==> src/rtl/adc_seq_pkg.sv <==
package adc_seq_pkg;
  typedef enum logic [2:0] {
    S_IDLE,
    S_START,
    S_ARM,
    S_WAIT,
    S_READ
  } seq_state_e;
endpackage

==> src/rtl/adc_eoc_sync.sv <==
module adc_eoc_sync #(
  parameter int N_CONV = 8
) (
  input  logic              clk_i,
  input  logic              rst_ni,
  input  logic [N_CONV-1:0] eoc_ni,
  output logic              all_busy_o,
  output logic              all_done_o
);
  logic [N_CONV-1:0] s1_q, s2_q;

  for (genvar g = 0; g < N_CONV; g++) begin : g_sync
    always_ff @(posedge clk_i or negedge rst_ni) begin
      if (!rst_ni) begin
        s1_q[g] <= 1'b1;
        s2_q[g] <= 1'b1;
      end else begin
        s1_q[g] <= eoc_ni[g];
        s2_q[g] <= s1_q[g];
      end
    end
  end

  assign all_busy_o = &s2_q;
  assign all_done_o = ~|s2_q;

  a_r3_busy_done_excl: assert property (@(posedge clk_i) disable iff (!rst_ni)
    !(all_busy_o && all_done_o));
endmodule

==> src/rtl/adc_seq_ctrl.sv <==
module adc_seq_ctrl
  import adc_seq_pkg::*;
#(
  parameter int N_CONV    = 8,
  parameter int DW        = 8,
  parameter int START_CYC = 2,
  parameter int ACC_CYC   = 2,
  localparam int SELW = (N_CONV > 1) ? $clog2(N_CONV) : 1,
  localparam int CMAX = (START_CYC > ACC_CYC) ? START_CYC : ACC_CYC,
  localparam int CW   = $clog2(CMAX + 1)
) (
  input  logic            clk_i,
  input  logic            rst_ni,
  input  logic            start_i,
  input  logic            all_busy_i,
  input  logic            all_done_i,
  input  logic [DW-1:0]   data_i,
  output logic            cs_no,
  output logic            wr_no,
  output logic            rd_no,
  output logic [SELW-1:0] sel_o,
  output logic            we_o,
  output logic [SELW-1:0] addr_o,
  output logic [DW-1:0]   wdata_o,
  output logic            done_o
);
  localparam logic [SELW-1:0] LAST   = SELW'(N_CONV - 1);
  localparam logic [CW-1:0]   ST_END = CW'(START_CYC - 1);
  localparam logic [CW-1:0]   AC_END = CW'(ACC_CYC - 1);

  seq_state_e      state_q;
  logic [CW-1:0]   cnt_q;
  logic [SELW-1:0] idx_q;

  always_ff @(posedge clk_i or negedge rst_ni) begin
    if (!rst_ni) begin
      state_q <= S_IDLE;
      cnt_q   <= '0;
      idx_q   <= '0;
      we_o    <= 1'b0;
      done_o  <= 1'b0;
      addr_o  <= '0;
      wdata_o <= '0;
    end else begin
      we_o   <= 1'b0;
      done_o <= 1'b0;
      unique case (state_q)
        S_IDLE: if (start_i) begin
          state_q <= S_START;
          cnt_q   <= '0;
        end
        S_START: begin
          if (cnt_q == ST_END) state_q <= S_ARM;
          else                 cnt_q   <= cnt_q + 1'b1;
        end
        // wait for every converter to drop a stale completion
        S_ARM: if (all_busy_i) state_q <= S_WAIT;
        S_WAIT: if (all_done_i) begin
          state_q <= S_READ;
          cnt_q   <= '0;
        end
        S_READ: begin
          if (cnt_q == AC_END) begin
            cnt_q   <= '0;
            we_o    <= 1'b1;
            addr_o  <= idx_q;
            wdata_o <= data_i;
            if (idx_q == LAST) begin
              idx_q   <= '0;
              done_o  <= 1'b1;
              state_q <= S_IDLE;
            end else begin
              idx_q <= idx_q + 1'b1;
            end
          end else begin
            cnt_q <= cnt_q + 1'b1;
          end
        end
        default: state_q <= S_IDLE;
      endcase
    end
  end

  assign wr_no = (state_q != S_START);
  assign rd_no = (state_q != S_READ);
  assign cs_no = !((state_q == S_START) || (state_q == S_READ));
  assign sel_o = idx_q;

  initial a_r2_min_width: assert (START_CYC >= 2);

  a_r2_strobe_hold: assert property (@(posedge clk_i) disable iff (!rst_ni)
    (state_q == S_START && cnt_q < ST_END) |=> (state_q == S_START));
  a_r3_read_entry: assert property (@(posedge clk_i) disable iff (!rst_ni)
    (state_q == S_READ && $past(state_q) == S_WAIT) |-> $past(all_done_i));
  a_r5_addr_step: assert property (@(posedge clk_i) disable iff (!rst_ni)
    (we_o && !done_o) |-> (idx_q == addr_o + 1'b1));
  a_r6_done_last: assert property (@(posedge clk_i) disable iff (!rst_ni)
    done_o |-> (we_o && addr_o == LAST));
  a_r6_done_pulse: assert property (@(posedge clk_i) disable iff (!rst_ni)
    done_o |=> !done_o);
  a_r8_idx_home: assert property (@(posedge clk_i) disable iff (!rst_ni)
    done_o |-> (idx_q == '0));
endmodule

==> src/rtl/adc_capture_seq.sv <==
module adc_capture_seq #(
  parameter int N_CONV    = 8,
  parameter int DW        = 8,
  parameter int START_CYC = 2,
  parameter int ACC_CYC   = 2,
  localparam int SELW = (N_CONV > 1) ? $clog2(N_CONV) : 1
) (
  input  logic              clk_i,
  input  logic              rst_ni,
  input  logic              start_i,
  output logic              done_o,
  output logic              conv_cs_no,
  output logic              conv_wr_no,
  output logic              conv_rd_no,
  output logic [SELW-1:0]   conv_sel_o,
  input  logic [DW-1:0]     conv_data_i,
  input  logic [N_CONV-1:0] eoc_ni,
  output logic              buf_we_o,
  output logic [SELW-1:0]   buf_addr_o,
  output logic [DW-1:0]     buf_data_o
);
  logic all_busy, all_done;

  adc_eoc_sync #(.N_CONV(N_CONV)) u_sync (
    .clk_i      (clk_i),
    .rst_ni     (rst_ni),
    .eoc_ni     (eoc_ni),
    .all_busy_o (all_busy),
    .all_done_o (all_done)
  );

  adc_seq_ctrl #(
    .N_CONV(N_CONV), .DW(DW), .START_CYC(START_CYC), .ACC_CYC(ACC_CYC)
  ) u_ctrl (
    .clk_i      (clk_i),
    .rst_ni     (rst_ni),
    .start_i    (start_i),
    .all_busy_i (all_busy),
    .all_done_i (all_done),
    .data_i     (conv_data_i),
    .cs_no      (conv_cs_no),
    .wr_no      (conv_wr_no),
    .rd_no      (conv_rd_no),
    .sel_o      (conv_sel_o),
    .we_o       (buf_we_o),
    .addr_o     (buf_addr_o),
    .wdata_o    (buf_data_o),
    .done_o     (done_o)
  );

  a_r2_wr_under_cs: assert property (@(posedge clk_i) disable iff (!rst_ni)
    !conv_wr_no |-> !conv_cs_no);
  a_r4_no_rd_during_wr: assert property (@(posedge clk_i) disable iff (!rst_ni)
    !(!conv_rd_no && !conv_wr_no));
endmodule

==> config.mk <==
export PLATFORM = sky130hd
export DESIGN_NAME = adc_capture_seq
export DESIGN_NICKNAME = d
export VERILOG_FILES = /design/src/rtl/adc_seq_pkg.sv /design/src/rtl/adc_eoc_sync.sv /design/src/rtl/adc_seq_ctrl.sv /design/src/rtl/adc_capture_seq.sv
export SDC_FILE = /design/constraint.sdc
export NUM_CORES = 1
export LEC_CHECK = 0
export ABC_AREA = 1
export BUFFER_PORTS_ARGS = -buffer_cell sky130_fd_sc_hd__buf_4
export CAP_MARGIN = 20
export CORE_ASPECT_RATIO = 0.9
export CORE_MARGIN = 3
export CORE_UTILIZATION = 55
export DETAILED_ROUTE_END_ITERATION = 7
export PLACE_DENSITY = 0.88
export SLEW_MARGIN = 10
export SYNTH_ARGS = -nofsm -noshare
export SYNTH_HDL_FRONTEND = slang
export SYNTH_SLANG_ARGS = --single-unit
==> constraint.sdc <==
create_clock -name clk_i -period 2.45 [get_ports clk_i]
set_clock_uncertainty 0.05 [all_clocks]
set_input_delay 0.735 -clock clk_i [delete_from_list [all_inputs] [get_ports clk_i]]
set_output_delay 0.735 -clock clk_i [all_outputs]
set_load 0.02 [all_outputs]
==> impl_metrics.json, run 1 <==
{
  "place_area_um2": 1830,
  "worst_pin_slew_ps": 431,
  "final_common_cell": "nand2_1",
  "cp_max_fo": 6,
  "finalSetupViolations": 0,
  "place.gp.congestion": 0.851,
  "nets": 222,
  "required_ps": 1660,
  "drc": 0,
  "critPathSlowestCell": "dfrtp_1",
  "ios": 38,
  "critPathTopFamily": "flip-flops",
  "path_cells": "nor2_2 > nand2_4 > nand2_2 > inv_1 > buf_4",
  "cp-start-kind": "flip-flop",
  "drive_gt1_frac": 0.365,
  "drt-pass1-iter-count": 4,
  "cts_buffer_depth": 2,
  "initial_core_util": 0.602,
  "worst-setup-path-type": "reg2out",
  "post-route-util": 0.735,
  "diodes": 0,
  "port_buffers": 37,
  "grt_pass1_wl_mm": 5.11,
  "areaGrowthSynthToFinish_pct": 22.1,
  "vias_per_cell": 5.02,
  "cp.arrival_ps": 1440,
  "drtIter0Drc": 45,
  "core-area_um2": 2550,
  "relSlewSlack": 0.712,
  "period_needed_ps": 2220,
  "dieArea_um2": 3460,
  "grt_start_max_net_pins": 38,
  "hpwl_mm": 2.20,
  "synth_nets": 180,
  "power.leakage_nw": 0.967,
  "rsz0062_at_grt": "false",
  "clk_pin_slew_ps": 90,
  "cts-buffers-inserted": 5,
  "slew_viol_final": 0,
  "syn_inst": 157,
  "dr_total_vias": 1144,
  "p_per_area_nw_per_um2": 991,
  "most-common-layout-cells": "57 x nand2_1, 37 x buf_4, 21 x dfrtp_1",
  "ys_seq_elements": 37,
  "cts_resized": 0,
  "die_y_um": 56.1,
  "dp.cells": 220,
  "hold_viol_final": 0,
  "ant_nets": 0,
  "fin_area_um2": 1880,
  "postCtsSetupRepairBufs": 0,
  "cts_max_level": 2,
  "fin_setup_tns_ps": 0,
  "ys_types": 19,
  "cp_num_buf_inv": 2,
  "antenna_found_initial": 0,
  "synth_area_um2": 1540,
  "std_cell_rows": 17,
  "cts_tree": "done",
  "hold_ws_ps": 284,
  "clk_latency_ps": 340,
  "finalCritPeriodShare": 0.908,
  "cts.sinks": 37,
  "hold_class": "in2async",
  "wl_per_cell_um": 12.6,
  "grt_pass1_vias": 1199,
  "max_freq_mhz": 450,
  "grt_use_total": 0.208,
  "ys_warn_count": 0,
  "cap_violations": 0,
  "totalWireLength_mm": 2.88,
  "slowest_delay_ps": 460,
  "syn_area_per_cell_um2": 9.79,
  "overflow": 0,
  "final_cells": 228,
  "worstSetupEndpointType": "output pin",
  "cts_hold_buf": 0,
  "vdd_ir_drop_max_v": 0.000637,
  "root_buffer": "clkbuf_4",
  "ys_seq_area_frac": 0.616,
  "chipWidth_um": 61.7,
  "status": "completed"
}
-- path summary, 6_finish.rpt --
path                                      to  cells after the start  slack [ps]         startpoint
max                               conv_cs_no                      5         230  u_ctrl.state_q[1]
min                        u_ctrl.wdata_o[0]                      1         280             rst_ni
max reg2reg                u_ctrl.state_q[1]                     10         840    u_ctrl.sel_o[0]
min reg2reg                   u_sync.s2_q[2]                      0         310     u_sync.s1_q[2]
max in group asynchronous     u_sync.s2_q[4]                      1        1730             rst_ni
min in group clk_i            u_sync.s2_q[2]                      0         310     u_sync.s1_q[2]
-- worst register-to-register path: cells and delay by family, from the launching register on --
kind          cells  cell delay (ps)
simple gates      6              490
flops             1              410
fa+ha+maj         2              380
buf+inv           2              180
-- through the flow --
step	worst slack (ps)	power [W]
after floorplan	718	0.00131
after global placement	656	0.00153
after detailed placement	591	0.00158
after CTS	203	0.00188
after global routing	92.2	0.00201
final	226	0.00186
-- sequential cells by signal, summed over array words and instances (netlist names) --
name,cells
u_sync.s1_q,8
u_ctrl.wdata_o,8
u_ctrl.cnt_q,2
u_ctrl.done_o,1
u_ctrl.sel_o,3
u_ctrl.we_o,1
u_ctrl.state_q,3
u_ctrl.addr_o,3
u_sync.s2_q,8
-- layout make-up --
cell class                      instances  area (µm²)
Timing Repair Buffer                   37         278
Tap cell                               28        35.0
Clock buffer                            8        48.8
Inverter                               16        62.6
Sequential cell                        37         946
Multi-Input combinational cell        102         505
Fill cell                             175         677
-- power by group --
part	internal [W]	switching, W	total (W)
logic	0.000279	0.000467	0.000746
registers	0.000732	0.0000884	0.000820
clock network	0.000114	0.000178	0.000292
-- logic make-up (layout without fill, tap and decap cells) --
group                    after synthesis  after routing  synth area share
buffers and inverters                 18             61            0.0554
flip-flops                            37             37             0.616
AO/OA/AOI/OAI                         11             11            0.0383
AND/OR/NAND/NOR                       87             87             0.258
adder cells (fa/ha/maj)                4              4            0.0326
-- cells in the mapped netlist --
library cell	count	share of area
o21ai_0	9	0.029
nor2_4	1	0.0073
nor2_8	1	0.013
nor3_2	1	0.0065
inv_1	14	0.034
nor2_2	5	0.020
nand2_1	57	0.14
nor2_1	8	0.020
dfstp_2	16	0.27
a21oi_2	1	0.0057
inv_2	1	0.0024
ha_1	4	0.033
dfrtp_1	21	0.34
buf_6	2	0.015
a21oi_1	1	0.0033
nand2_2	3	0.012
inv_4	1	0.0041
nand3_1	10	0.033
nand2_4	1	0.0073
-- layer usage --
metal / up-vias / track usage / wire [µm]
met5: - / 0 / 0
met1: 530 / 0.237 / 1130
li1: 565 / - / -
met2: 42 / 0.330 / 1470
met3: 7 / 0.0951 / 216
met4: 0 / 0.0848 / 62
Power figures use the tool's default switching activity.
==> run 2: changes to the inputs <==
--- a/config.mk
+++ b/config.mk
@@ -10,9 +10,10 @@
 export CAP_MARGIN = 20
 export CORE_ASPECT_RATIO = 0.9
 export CORE_MARGIN = 3
-export CORE_UTILIZATION = 55
+export CORE_UTILIZATION = 51
 export DETAILED_ROUTE_END_ITERATION = 7
-export PLACE_DENSITY = 0.88
+export MAX_ROUTING_LAYER = met4
+export PLACE_DENSITY = 0.83
 export SLEW_MARGIN = 10
 export SYNTH_ARGS = -nofsm -noshare
 export SYNTH_HDL_FRONTEND = slang
==> constraint.sdc (replaced) <==
create_clock -name clk_i -period 2.5 [get_ports clk_i]
set_clock_uncertainty 0.05 [all_clocks]
set_input_delay 0.75 -clock clk_i [delete_from_list [all_inputs] [get_ports clk_i]]
set_output_delay 0.75 -clock clk_i [all_outputs]
set_load 0.02 [all_outputs]
==> run 2 against run 1 <==
Design area is 3.7% higher. Worst hold slack better by 20 ps. Final cell count is 5.3% higher. Routed wire length is 2.4% lower. Count of clock-buffer cells in the layout is 3 lower. Clock power is 70% higher. Sequential power is 2% lower. First-iteration DRC count is 18% lower. Critical endpoint unchanged. Largest power group unchanged.
==> impl_metrics.json, run 2 (synthesized netlist as in run 1, its figures left out) <==
{
  "status": "completed",
  "period_needed_ps": 2250,
  "power.leakage_nw": 0.995,
  "worst-setup-path-type": "reg2out",
  "rsz0062_at_grt": "false",
  "diodes": 0,
  "max_freq_mhz": 445,
  "finalCritPeriodShare": 0.899,
  "cts_max_level": 2,
  "relSlewSlack": 0.712,
  "totalWireLength_mm": 2.81,
  "timing.rr.start": "u_ctrl.sel_o[0]",
  "worst_pin_slew_ps": 432,
  "cts_tree": "done",
  "cp_max_fo": 6,
  "most-common-layout-cells": "57 x nand2_1, 37 x buf_4, 21 x dfrtp_1",
  "p_per_area_nw_per_um2": 1040,
  "clk_pin_slew_ps": 100,
  "overflow": 0,
  "port_buffers": 37,
  "startpoint": "u_ctrl.state_q[1]",
  "worstReg2RegEnd": "u_ctrl.state_q[1]",
  "grt_start_max_net_pins": 38,
  "reg_top3": "u_ctrl.wdata_o x8, u_sync.s1_q x8, u_sync.s2_q x8",
  "slowest_delay_ps": 470,
  "cp-start-kind": "flip-flop",
  "crit_path_end": "conv_cs_no",
  "worstSetupEndpointType": "output pin",
  "drive_gt1_frac": 0.380,
  "dr_total_vias": 1143,
  "dp.cells": 232,
  "areaGrowthSynthToFinish_pct": 26.5,
  "fin_setup_tns_ps": 0,
  "final_common_cell": "nand2_1",
  "slew_viol_final": 0,
  "wl_per_cell_um": 11.7,
  "cts.sinks": 37,
  "vias_per_cell": 4.76,
  "cp.arrival_ps": 1450,
  "hold_viol_final": 0,
  "fill_cells": 227,
  "required_ps": 1700,
  "drtIter0Drc": 37,
  "cts-buffers-inserted": 5,
  "nets": 222,
  "path_cells": "nor2_2 > nand2_4 > nand2_2 > inv_1 > buf_4",
  "grt_pass1_vias": 1201,
  "core-area_um2": 2820,
  "cts_buffer_depth": 2,
  "cts_resized": 0,
  "reg2reg_depth": 10,
  "antenna_found_initial": 0,
  "postCtsSetupRepairBufs": 0,
  "ios": 38,
  "ant_nets": 0,
  "root_buffer": "clkbuf_4",
  "die_y_um": 58.1,
  "critPathSlowestCell": "dfrtp_1",
  "post-route-util": 0.691,
  "r2r_slack_ps": 880,
  "place.gp.congestion": 0.819,
  "final_cells": 240,
  "cap_violations": 0,
  "hpwl_mm": 2.21,
  "std_cell_rows": 18,
  "vdd_ir_drop_max_v": 0.000590,
  "clk_latency_ps": 330,
  "initial_core_util": 0.546,
  "drt-pass1-iter-count": 4,
  "dieArea_um2": 3710,
  "grt_use_total": 0.183,
  "chipWidth_um": 63.9,
  "finalSetupViolations": 0,
  "drc": 0,
  "cts_hold_buf": 0,
  "grt_pass1_wl_mm": 5.04,
  "hold_class": "in2async"
}
## run 2: how the worst min path moves through the flow
stage	depth (start not counted)	end	slack, ps
global route	1	u_ctrl.wdata_o[1]	300
global placement	0	u_sync.s2_q[5]	300
floorplan	0	u_sync.s2_q[0]	300
finish	1	u_ctrl.state_q[2]	300
detailed placement	0	u_sync.s2_q[0]	300
CTS	1	u_ctrl.wdata_o[1]	300
## run 2: cell type report
| cell class | count | area, µm² | area share |
|---|---|---|---|
| sequential | 37 | 946 | 0.486 |
| tap | 40 | 50.0 | 0.0257 |
| inverter | 16 | 62.6 | 0.0322 |
| timing repair buffer | 37 | 278 | 0.143 |
| multi-input combinational | 102 | 505 | 0.260 |
| clock inverter | 3 | 65.1 | 0.0335 |
| clock buffer | 5 | 37.5 | 0.0193 |
## run 2: metal layers
metal / wire, µm / global-route usage / up-vias
li1: - / - / 569
met1: 1160 / 0.202 / 539
met2: 1430 / 0.311 / 33
met3: 211 / 0.0659 / 2
met4: 12 / 0.0554 / 0
met5: 0 / - / -
## run 2: power breakdown
group          total, W  internal [W]  switching (W)
Sequential     0.000806      0.000717      0.0000887
Combinational  0.000723      0.000273       0.000451
Clock          0.000495      0.000310       0.000185
## run 2: metrics by stage
stage	hold slack, ps	cell area, µm²	worst slack [ps]	power, W
2_1_floorplan	295	1540	753	0.00128
3_3_place_gp	296	1840	689	0.00150
3_5_place_dp	298	1840	624	0.00154
4_1_cts	299	1940	245	0.00205
5_1_grt	302	1940	150	0.00217
6_report	303	1940	253	0.00202
## run 2: critical path, delay by kind of cell, from the launching register on
| family | cells | cell delay [ps] |
|---|---|---|
| flip-flops | 1 | 470 |
| AND/OR/NAND/NOR | 3 | 460 |
| buffers and inverters | 2 | 180 |
==> run 3: changes to the inputs <==
--- a/config.mk
+++ b/config.mk
@@ -6,14 +6,16 @@
 export NUM_CORES = 1
 export LEC_CHECK = 0
 export ABC_AREA = 1
-export BUFFER_PORTS_ARGS = -buffer_cell sky130_fd_sc_hd__buf_4
 export CAP_MARGIN = 20
+export CELL_PAD_IN_SITES_DETAIL_PLACEMENT = 1
+export CELL_PAD_IN_SITES_GLOBAL_PLACEMENT = 2
 export CORE_ASPECT_RATIO = 0.9
 export CORE_MARGIN = 3
-export CORE_UTILIZATION = 51
+export CORE_UTILIZATION = 37
 export DETAILED_ROUTE_END_ITERATION = 7
+export DONT_BUFFER_PORTS = 1
 export MAX_ROUTING_LAYER = met4
-export PLACE_DENSITY = 0.83
+export PLACE_DENSITY = 0.86
 export SLEW_MARGIN = 10
 export SYNTH_ARGS = -nofsm -noshare
 export SYNTH_HDL_FRONTEND = slang
==> run 3 against run 2 <==
Register-to-register slack got worse by 110 ps. Count of clock-buffer cells in the layout up 3. Worst setup slack gained 94 ps. Maximum frequency up 4.3%. Critical path type unchanged. Largest cell class unchanged. Highest routed layer unchanged.
==> impl_metrics.json, run 3 (synthesized netlist as in run 1, its figures left out) <==
{
  "cp-start-kind": "flip-flop",
  "cts-buffers-inserted": 5,
  "areaGrowthSynthToFinish_pct": 9.53,
  "chipWidth_um": 73.9,
  "overflow": 0,
  "cts_hold_buf": 0,
  "hold_class": "in2async",
  "drive_gt1_frac": 0.233,
  "totalWireLength_mm": 3.06,
  "cts_buffer_depth": 2,
  "std_cell_rows": 21,
  "diodes": 0,
  "drc": 0,
  "cp_max_fo": 6,
  "cts_tree": "done",
  "die_y_um": 67.1,
  "worstSetupEndpointType": "output pin",
  "hpwl_mm": 2.36,
  "nets": 185,
  "drt-pass1-iter-count": 2,
  "worst_pin_slew_ps": 368,
  "port_buffers": 0,
  "ios": 38,
  "ant_nets": 0,
  "worst-setup-path-type": "reg2out",
  "status": "completed",
  "hold_viol_final": 0,
  "initial_core_util": 0.398,
  "cts_max_level": 2,
  "core-area_um2": 3860,
  "vdd_ir_drop_max_v": 0.000465,
  "max_freq_mhz": 464,
  "dr_total_vias": 996,
  "cts_resized": 0,
  "dieArea_um2": 4960,
  "clk_latency_ps": 290,
  "most-common-layout-cells": "57 x nand2_1, 21 x dfrtp_1, 16 x dfstp_2",
  "reg_top3": "u_ctrl.wdata_o x8, u_sync.s1_q x8, u_sync.s2_q x8",
  "drtIter0Drc": 45,
  "clk_pin_slew_ps": 70,
  "wl_per_cell_um": 14.6,
  "relSlewSlack": 0.752,
  "fin_setup_tns_ps": 0,
  "cp.arrival_ps": 1350,
  "postCtsSetupRepairBufs": 0,
  "vias_per_cell": 4.77,
  "finalPower_w": 0.00187,
  "rsz0062_at_grt": "false",
  "final_common_cell": "nand2_1",
  "cts.sinks": 37,
  "power.leakage_nw": 0.819,
  "finalCritPeriodShare": 0.861,
  "grt_pass1_wl_mm": 5.39,
  "post-route-util": 0.436,
  "root_buffer": "clkbuf_8",
  "grt_pass1_vias": 1154,
  "required_ps": 1700,
  "grt_start_max_net_pins": 38,
  "grt_use_total": 0.152,
  "hold_ws_ps": 102,
  "place.gp.congestion": 0.864,
  "cap_violations": 0,
  "finalSetupViolations": 0,
  "period_needed_ps": 2150,
  "antenna_found_initial": 0,
  "p_per_area_nw_per_um2": 1110,
  "slew_viol_final": 0
}
## run 3: changes by cell type in the layout (fill, tap and decap cells not counted), sizes merged
cell | before | now
clkinv | 1 | 0
clkbuf | 5 | 8
bufinv | 2 | 0
buf | 37 | 0
## run 3: through the flow
stage	std cells	area [µm²]	setup slack, ps
5_1_grt	209	1680	222
4_1_cts	209	1680	311
3_3_place_gp	201	1570	695
2_1_floorplan	157	1540	753
6_report	209	1680	346
3_5_place_dp	201	1570	636
## run 3: worst max-delay path: stages, from the launching register on
cell and delay, ps:
dfrtp_1 470, nor2_2 200, nand2_2 180, nand2_2 120, inv_1 110
## run 3: path summary, 6_finish.rpt
path | from | to | slack (ps) | cells after the start
max in group asynchronous | rst_ni | u_sync.s2_q[5] | 2110 | 0
worst max register to register | u_ctrl.sel_o[0] | u_ctrl.state_q[1] | 770 | 10
min in group clk_i | u_sync.s1_q[6] | u_sync.s2_q[6] | 310 | 0
worst max-delay path | u_ctrl.state_q[2] | conv_cs_no | 350 | 4
worst min register to register | u_sync.s1_q[6] | u_sync.s2_q[6] | 310 | 0
worst min-delay path | rst_ni | u_ctrl.done_o | 100 | 0
## run 3: final cells by class
type,instances,area (µm²)
Tap cell,46,57.6
Multi-Input combinational cell,102,505
Inverter,16,62.6
Sequential cell,37,946
Fill cell,452,2180
Clock buffer,8,111
## run 3: report_power, final
part | internal [W] | total, W | switching [W]
Combinational | 0.000156 | 0.000491 | 0.000335
Clock | 0.000285 | 0.000485 | 0.000200
Sequential | 0.000717 | 0.000896 | 0.000179
## run 3: per-layer routing
layer / vias to the layer above / track usage / wire [µm]
li1: 488 / - / -
met1: 479 / 0.167 / 1280
met2: 25 / 0.253 / 1570
met3: 4 / 0.0625 / 173
met4: 0 / 0.0475 / 40
met5: - / - / 0
